[config.mk]
export PLATFORM = sky130hd
export DESIGN_NAME = jrx_frame_deasm
export DESIGN_NICKNAME = d
export VERILOG_FILES = /design/src/rtl/jrx_pkg.sv /design/src/rtl/jrx_frame_ctr.sv /design/src/rtl/jrx_lane_gather.sv /design/src/rtl/jrx_sample_unpack.sv /design/src/rtl/jrx_frame_deasm.sv
export SDC_FILE = /design/constraint.sdc
export NUM_CORES = 1
export LEC_CHECK = 0
export BUFFER_PORTS_ARGS = -buffer_cell sky130_fd_sc_hd__buf_4
export CORE_UTILIZATION = 35
export CTS_BUF_LIST = sky130_fd_sc_hd__clkbuf_4 sky130_fd_sc_hd__clkbuf_8
export DETAILED_ROUTE_END_ITERATION = 16
export PLACE_DENSITY_LB_ADDON = 0.1
export RECOVER_POWER = 25
export SETUP_SLACK_MARGIN = 0.3
export SYNTH_ARGS = -nofsm -noshare
export SYNTH_HDL_FRONTEND = slang
export SYNTH_HIERARCHICAL = 1
export SYNTH_SLANG_ARGS = --single-unit
[constraint.sdc]
create_clock -name clk -period 2.15 [get_ports clk]
set_input_delay 0.215 -clock clk [delete_from_list [all_inputs] [get_ports clk]]
set_output_delay 0.215 -clock clk [all_outputs]
set_load 0.01 [all_outputs]
[src/rtl/jrx_pkg.sv]
// Shared constants, mode codes and mode decode functions for the frame
// deassembler. Assumes 8-bit octets, 16-bit output slots and eight lanes.
package jrx_pkg;
    localparam int OCT_W     = 8;
    localparam int SMP_W     = 16;
    localparam int NUM_LANES = 8;
    localparam int NUM_SLOTS = 8;
    localparam int MODE_W    = 4;
    localparam int L0_OCT    = 4;                 // deepest frame (lane 0 only)
    localparam int MID_OCT   = 3;                 // deepest frame on lanes 1..3
    localparam int L0_FW     = L0_OCT * OCT_W;
    localparam int MID_FW    = MID_OCT * OCT_W;
    localparam int CNT_W     = $clog2(L0_OCT);

    typedef enum logic [MODE_W-1:0] {
        MD_HD16_IQ2T     = 4'd0,
        MD_HD16_IQ1      = 4'd1,
        MD_HD16_IQ1_DUAL = 4'd2,
        MD_W16_IQ1       = 4'd3,
        MD_W16_IQ1_DUAL  = 4'd4,
        MD_W16_IQ1_SOLO  = 4'd5,
        MD_N12_DUC2      = 4'd6,
        MD_N12_DUC2_DUAL = 4'd7,
        MD_N12_REAL8     = 4'd8,
        MD_N8_REAL8      = 4'd9,
        MD_HD16_REAL2    = 4'd10
    } mode_e;

    // True when the code names a supported layout.
    function automatic logic mode_known(input logic [MODE_W-1:0] m);
        return (m <= MD_HD16_REAL2);
    endfunction

    // Index of the last octet of a frame (F-1) for the code.
    function automatic logic [CNT_W-1:0] last_octet(input logic [MODE_W-1:0] m);
        case (m)
            MD_W16_IQ1, MD_W16_IQ1_DUAL:                 return CNT_W'(1);
            MD_N12_DUC2, MD_N12_DUC2_DUAL, MD_N12_REAL8: return CNT_W'(2);
            MD_W16_IQ1_SOLO:                             return CNT_W'(3);
            default:                                     return CNT_W'(0);
        endcase
    endfunction
endpackage

[src/rtl/jrx_frame_ctr.sv]
// Octet-in-frame counter. It restarts at 0 on sof_i and wraps after the
// index last_idx_i. It flags the final octet once the first sof_i has been
// seen. Assumes last_idx_i is steady within a frame.
module jrx_frame_ctr #(
    parameter int CNT_W = 2
) (
    input  logic             clk,
    input  logic             rst_n,
    input  logic             sof_i,
    input  logic [CNT_W-1:0] last_idx_i,
    output logic             last_o
);
    logic [CNT_W-1:0] cnt_q;
    logic             locked_q;
    logic [CNT_W-1:0] idx;

    // Index of the octet being presented this cycle.
    assign idx    = sof_i ? '0 : cnt_q;
    assign last_o = (sof_i || locked_q) && (idx == last_idx_i);

    // Advance the count and remember that alignment has happened.
    always_ff @(posedge clk) begin
        if (!rst_n) begin
            cnt_q    <= '0;
            locked_q <= 1'b0;
        end else begin
            if (sof_i) locked_q <= 1'b1;
            cnt_q <= (idx == last_idx_i) ? '0 : idx + 1'b1;
        end
    end
endmodule

[src/rtl/jrx_lane_gather.sv]
// Per-lane octet history. frame_o holds the last DEPTH octets, the current
// one included, with the oldest in the top byte. Assumes DEPTH >= 2.
module jrx_lane_gather #(
    parameter int OCT_W = 8,
    parameter int DEPTH = 3
) (
    input  logic                   clk,
    input  logic                   rst_n,
    input  logic [OCT_W-1:0]       oct_i,
    output logic [DEPTH*OCT_W-1:0] frame_o
);
    localparam int HIST_W = (DEPTH - 1) * OCT_W;

    logic [HIST_W-1:0] hist_q;

    assign frame_o = {hist_q, oct_i};

    // Shift the current octet into the history.
    always_ff @(posedge clk) begin
        if (!rst_n) hist_q <= '0;
        else        hist_q <= frame_o[HIST_W-1:0];
    end
endmodule

[src/rtl/jrx_sample_unpack.sv]
// Combinational slot builder. It maps the per-lane frame views onto eight
// 16-bit slots for the selected mode, left-justifies 12-bit and 8-bit samples
// and zeroes unused slots. Assumes each frame view ends with octet F-1 in its
// low byte.
module jrx_sample_unpack
    import jrx_pkg::*;
(
    input  logic [MODE_W-1:0]          mode_i,
    input  logic [L0_FW-1:0]           f0_i,
    input  logic [3*MID_FW-1:0]        fmid_i,
    input  logic [4*OCT_W-1:0]         fhi_i,
    output logic [NUM_SLOTS*SMP_W-1:0] smp_o
);
    logic [MID_FW-1:0] lf [4];
    logic [OCT_W-1:0]  ob [NUM_LANES];
    logic [SMP_W-1:0]  s  [NUM_SLOTS];

    function automatic logic [SMP_W-1:0] pad12(input logic [11:0] v);
        return {v, {(SMP_W-12){1'b0}}};
    endfunction

    // Gather the three-octet view and newest octet of every lane.
    always_comb begin
        lf[0] = f0_i[MID_FW-1:0];
        for (int k = 1; k < 4; k++) lf[k] = fmid_i[(k-1)*MID_FW +: MID_FW];
        for (int k = 0; k < 4; k++) ob[k] = lf[k][OCT_W-1:0];
        for (int k = 4; k < NUM_LANES; k++) ob[k] = fhi_i[(k-4)*OCT_W +: OCT_W];
    end

    // Place samples into slots according to the mode.
    always_comb begin
        for (int j = 0; j < NUM_SLOTS; j++) s[j] = '0;
        case (mode_i)
            MD_HD16_IQ2T: begin
                s[0] = {ob[0], ob[1]};
                s[1] = {ob[4], ob[5]};
                s[2] = {ob[2], ob[3]};
                s[3] = {ob[6], ob[7]};
            end
            MD_HD16_IQ1, MD_HD16_REAL2: begin
                s[0] = {ob[0], ob[1]};
                s[1] = {ob[2], ob[3]};
            end
            MD_HD16_IQ1_DUAL: begin
                s[0] = {ob[0], ob[1]};
                s[1] = {ob[2], ob[3]};
                s[4] = {ob[4], ob[5]};
                s[5] = {ob[6], ob[7]};
            end
            MD_W16_IQ1: begin
                s[0] = lf[0][SMP_W-1:0];
                s[1] = lf[1][SMP_W-1:0];
            end
            MD_W16_IQ1_DUAL: begin
                s[0] = lf[0][SMP_W-1:0];
                s[1] = lf[1][SMP_W-1:0];
                s[4] = lf[2][SMP_W-1:0];
                s[5] = lf[3][SMP_W-1:0];
            end
            MD_W16_IQ1_SOLO: begin
                s[0] = f0_i[L0_FW-1 -: SMP_W];
                s[1] = f0_i[SMP_W-1:0];
            end
            MD_N12_DUC2: begin
                for (int k = 0; k < 2; k++) begin
                    s[2*k]   = pad12(lf[k][23:12]);
                    s[2*k+1] = pad12(lf[k][11:0]);
                end
            end
            MD_N12_DUC2_DUAL, MD_N12_REAL8: begin
                for (int k = 0; k < 4; k++) begin
                    s[2*k]   = pad12(lf[k][23:12]);
                    s[2*k+1] = pad12(lf[k][11:0]);
                end
            end
            MD_N8_REAL8: begin
                for (int k = 0; k < NUM_LANES; k++) s[k] = {ob[k], {(SMP_W-OCT_W){1'b0}}};
            end
            default: ;
        endcase
    end

    // Flatten the slots onto the output bus.
    always_comb begin
        for (int j = 0; j < NUM_SLOTS; j++) smp_o[j*SMP_W +: SMP_W] = s[j];
    end
endmodule

[src/rtl/jrx_frame_deasm.sv]
// Frame deassembler top. It collects octets per lane, counts octets within a
// frame and registers the rebuilt slots with a one-cycle strobe at frame end.
// Lane 0 keeps four octets, lanes 1..3 keep three and lanes 4..7 only ever
// carry single-octet frames. Assumes aligned, descrambled lanes and a mode
// that is steady within a frame.
module jrx_frame_deasm
    import jrx_pkg::*;
(
    input  logic                          clk,
    input  logic                          rst_n,
    input  logic [MODE_W-1:0]             mode_i,
    input  logic                          sof_i,
    input  logic [NUM_LANES*OCT_W-1:0]    lane_oct_i,
    output logic                          frame_valid_o,
    output logic                          mode_err_o,
    output logic [NUM_SLOTS*SMP_W-1:0]    smp_o
);
    logic                          mode_ok;
    logic [CNT_W-1:0]              last_idx;
    logic                          frame_end;
    logic [L0_FW-1:0]              f0;
    logic [3*MID_FW-1:0]           fmid;
    logic [4*OCT_W-1:0]            fhi;
    logic [NUM_SLOTS*SMP_W-1:0]    smp_next;
    logic [NUM_SLOTS*SMP_W-1:0]    smp_q;
    logic                          fv_q;
    logic                          err_q;

    assign mode_ok  = mode_known(mode_i);
    assign last_idx = last_octet(mode_i);

    jrx_frame_ctr #(.CNT_W(CNT_W)) u_ctr (
        .clk        (clk),
        .rst_n      (rst_n),
        .sof_i      (sof_i),
        .last_idx_i (last_idx),
        .last_o     (frame_end)
    );

    for (genvar k = 0; k < NUM_LANES; k++) begin : g_lane
        if (k == 0) begin : g_deep
            jrx_lane_gather #(.OCT_W(OCT_W), .DEPTH(L0_OCT)) u_gather (
                .clk     (clk),
                .rst_n   (rst_n),
                .oct_i   (lane_oct_i[k*OCT_W +: OCT_W]),
                .frame_o (f0)
            );
        end else if (k < 4) begin : g_mid
            jrx_lane_gather #(.OCT_W(OCT_W), .DEPTH(MID_OCT)) u_gather (
                .clk     (clk),
                .rst_n   (rst_n),
                .oct_i   (lane_oct_i[k*OCT_W +: OCT_W]),
                .frame_o (fmid[(k-1)*MID_FW +: MID_FW])
            );
        end else begin : g_flat
            assign fhi[(k-4)*OCT_W +: OCT_W] = lane_oct_i[k*OCT_W +: OCT_W];
        end
    end

    jrx_sample_unpack u_unpack (
        .mode_i (mode_i),
        .f0_i   (f0),
        .fmid_i (fmid),
        .fhi_i  (fhi),
        .smp_o  (smp_next)
    );

    // Register the slots, the frame strobe and the mode error flag.
    always_ff @(posedge clk) begin
        if (!rst_n) begin
            smp_q <= '0;
            fv_q  <= 1'b0;
            err_q <= 1'b0;
        end else begin
            fv_q  <= frame_end && mode_ok;
            err_q <= !mode_ok;
            if (frame_end && mode_ok) smp_q <= smp_next;
        end
    end

    assign frame_valid_o = fv_q;
    assign mode_err_o    = err_q;
    assign smp_o         = smp_q;
endmodule

==> impl_metrics.json <==
{
  "reg2reg_slack_ps": 400,
  "portBuffers": 200,
  "drt_wl_total_mm": 37.64,
  "synthTopCellsByArea": "dfxtp_1 (39%), mux2i_1 (12%), nand2_1 (10%), a22o_1 (6.8%), a22oi_1 (4.4%)",
  "synth_top_area_share_pct": 38.99,
  "overflow": 0,
  "synth-xor-area-share_pct": 0.08321,
  "finalHoldWorstSlack_ps": 23.69,
  "ir_worst_vdd_uv": 389.0,
  "yosys.area_share.adder_pct": 0,
  "crit_path_end_kind": "register",
  "seq_area_um2": 4105,
  "cts.clk_slew.worst_paths_ps": 60,
  "synth_top_family_by_area": "simple AND/OR/NAND/NOR gates",
  "finalSetupViolCount": 0,
  "place_congestion": 0.9231,
  "vias": 9622,
  "cts_buffers": 39,
  "grt_antenna_before_repair": 0,
  "fin_skew_ps": 13.67,
  "avgViaCountPerCell": 5.340,
  "ios": 201,
  "clockBufferDepth": 3,
  "r2r-end": "smp_o[80]",
  "hpwlAfterDp_mm": 27.05,
  "power_density_nw_per_um2": 741.4,
  "p_leak_nw": 5.814,
  "relSlewSlack_pct": 21.51,
  "critPathKind": "input port to register",
  "clkLatencyLatePin_ps": 540,
  "drt-initial-drc-count": 892,
  "crit_path_start": "rst_n",
  "cp.arrival_ps": 2300,
  "hold_path.startpoint": "lane_oct_i[28]",
  "avgSynthCellArea_um2": 9.011,
  "design.core.area_um2": 29640,
  "root_buffer": "clkbuf_8",
  "multi_input_area_um2": 5448,
  "fin_cells": 1802,
  "ant_nets": 0,
  "place_inst": 1708,
  "worstHoldPathCells": 2,
  "ys_seq_elements": 205,
  "seq_area_frac_synth_pct": 38.99,
  "synth_top_cells_by_count": "nand2_1 (285), dfxtp_1 (205), mux2i_1 (129)",
  "yosys_warnings": 6,
  "synth_most_common_cell": "nand2_1",
  "tightestPinTransition_ps": 1177,
  "synth_flop_cell": "dfxtp_1",
  "syn_area_um2": 10530,
  "rr_worst_depth": 7,
  "drt-pass1-iter-count": 8,
  "period_share_pct": 85.61,
  "dieHeight_um": 175.4,
  "synth_edf_count": 0,
  "setup_tns_ps": 0,
  "rows": 63,
  "r2r_start": "u_ctr/cnt_q[0]",
  "status": "finished clean",
  "die_x_um": 175.4,
  "cts_tree": "built",
  "fin_crit_ps": 1841,
  "syn-instance-count": 1168,
  "synth_compound_area_share_pct": 18.88,
  "maxSlewViolCount": 0,
  "rsz0062_at_grt": "no",
  "die_area_um2": 30770,
  "initial_core_util_pct": 35.51,
  "start_kind": "input port",
  "wl_per_cell_um": 20.89,
  "hp-class": "input port to register",
  "htree_levels": 2,
  "finalPower_mw": 10.05,
  "fmax_ghz": 0.5433,
  "grt_first_pass_wirelength_mm": 55.19,
  "synth.largest_area_cell": "dfxtp_1",
  "clock-sinks": 205,
  "grt_pass1_vias": 9226,
  "nets": 1457,
  "num_antenna_cells": 0,
  "synth_cell_type_count": 53,
  "hold_viol_final": 0,
  "grt_max_degree": 78,
  "yosys.area_share.simple_pct": 19.81,
  "drc_errors": 0,
  "synthArstFlopShare_pct": 0,
  "cp.required_ps": 2610,
  "synthMuxAreaShare_pct": 12.59,
  "grt_usage_pct": 23.61,
  "drv_cap": 0,
  "area_growth_pct": 28.83,
  "hold_end": "g_lane[3].g_mid.u_gather/hist_q[4]",
  "drive_above_1_share_pct": 29.53,
  "crit_fanout": 77,
  "fill_cells": 3051
}
cell type report:
cell class | count | area share (%)
Multi-Input combinational cell | 813 | 40.18
Sequential cell | 205 | 30.28
Timing Repair Buffer | 306 | 18.88
Clock buffer | 60 | 5.629
Tap cell | 390 | 3.599
Clock inverter | 7 | 0.8582
Inverter | 21 | 0.5813
metal layers:
metal	wire (um)	part of all wire, %	GRT usage, %	up-vias
met3	2507	6.7	4.351	64
met1	16400	44	30.96	4648
li1	-	-	-	4497
met5	0	0	0	-
met4	1288	3.4	10.43	0
met2	17450	46	37.73	413
power by group:
part / internal (mW) / switching, mW / total, mW
clock network: 2.62 / 1.71 / 4.33
registers: 3.95 / 0.110 / 4.06
logic: 0.779 / 0.890 / 1.67
total: 7.34 / 2.71 / 10.1
cell families (layout without fill, tap and decap cells):
| logic type | count (synthesis) | count (layout) |
|---|---|---|
| buffers and inverters | 157 | 394 |
| flip-flops | 205 | 205 |
| XOR/XNOR | 1 | 1 |
| other | 1 | 8 |
| AND/OR/NAND/NOR | 428 | 428 |
| AO/OA/AOI/OAI | 244 | 244 |
| multiplexers | 132 | 132 |
critical path, stage by stage:
cell and delay, ps:
clkbuf_2 830, clkbuf_4 830, nand2_1 160, mux2i_1 180
state kept, by name, summed over array words and instances (netlist names):
register                       count
smp_o                            128
frame_valid_o                      1
u_ctr/locked_q                     1
mode_err_o                         1
u_ctr/cnt_q                        2
g_lane.g_mid.u_gather/hist_q      48
g_lane.g_deep.u_gather/hist_q     24
cells in the final DEF, fill, tap and decap left out, types with 8 or more instances in the layout:
cell type and n:
dlygate4sd3_1 25, nand3_1 9, o211ai_1 12, o21ai_1 9, inv_1 21, buf_12 19, mux2i_1 129, nand2_1 285
a222oi_1 21, conb_1 8, clkbuf_4 11, nand2b_1 9, and2_1 31, dfxtp_1 204, a22o_1 82, clkbuf_1 8
a21o_1 13, a22oi_1 61, buf_4 250, and2_2 54, clkbuf_8 50
worst max-delay path by stage:
stage                  to  slack [ps]  cells past startpoint
6_report        smp_o[88]         310                      4
5_1_grt        smp_o[108]         160                      4
3_5_place_dp    smp_o[88]          -1                     11
3_3_place_gp   smp_o[124]          50                     11
2_1_floorplan    smp_o[0]         300                     10
4_1_cts         smp_o[84]         380                      7
per-stage QoR:
stage | cell area [um2] | util, % | setup WS [ps]
after floorplan | 10550 | - | 301.8
after global placement | 12470 | 42.07 | 47.48
after detailed placement | 12470 | 42.07 | -1.383
after CTS | 13600 | 45.88 | 376.1
after global routing | 13560 | 45.75 | 163.6
final | 13560 | 45.75 | 309.4
what timing repair did:
action,in CTS,in global routing
gates resized for setup,0,2
hold buffers,25,0
setup endpoints to repair,0,67
buffers inserted,0,2
hold endpoints to repair,27,0
Note: power is estimated with default switching activity, not from simulation.
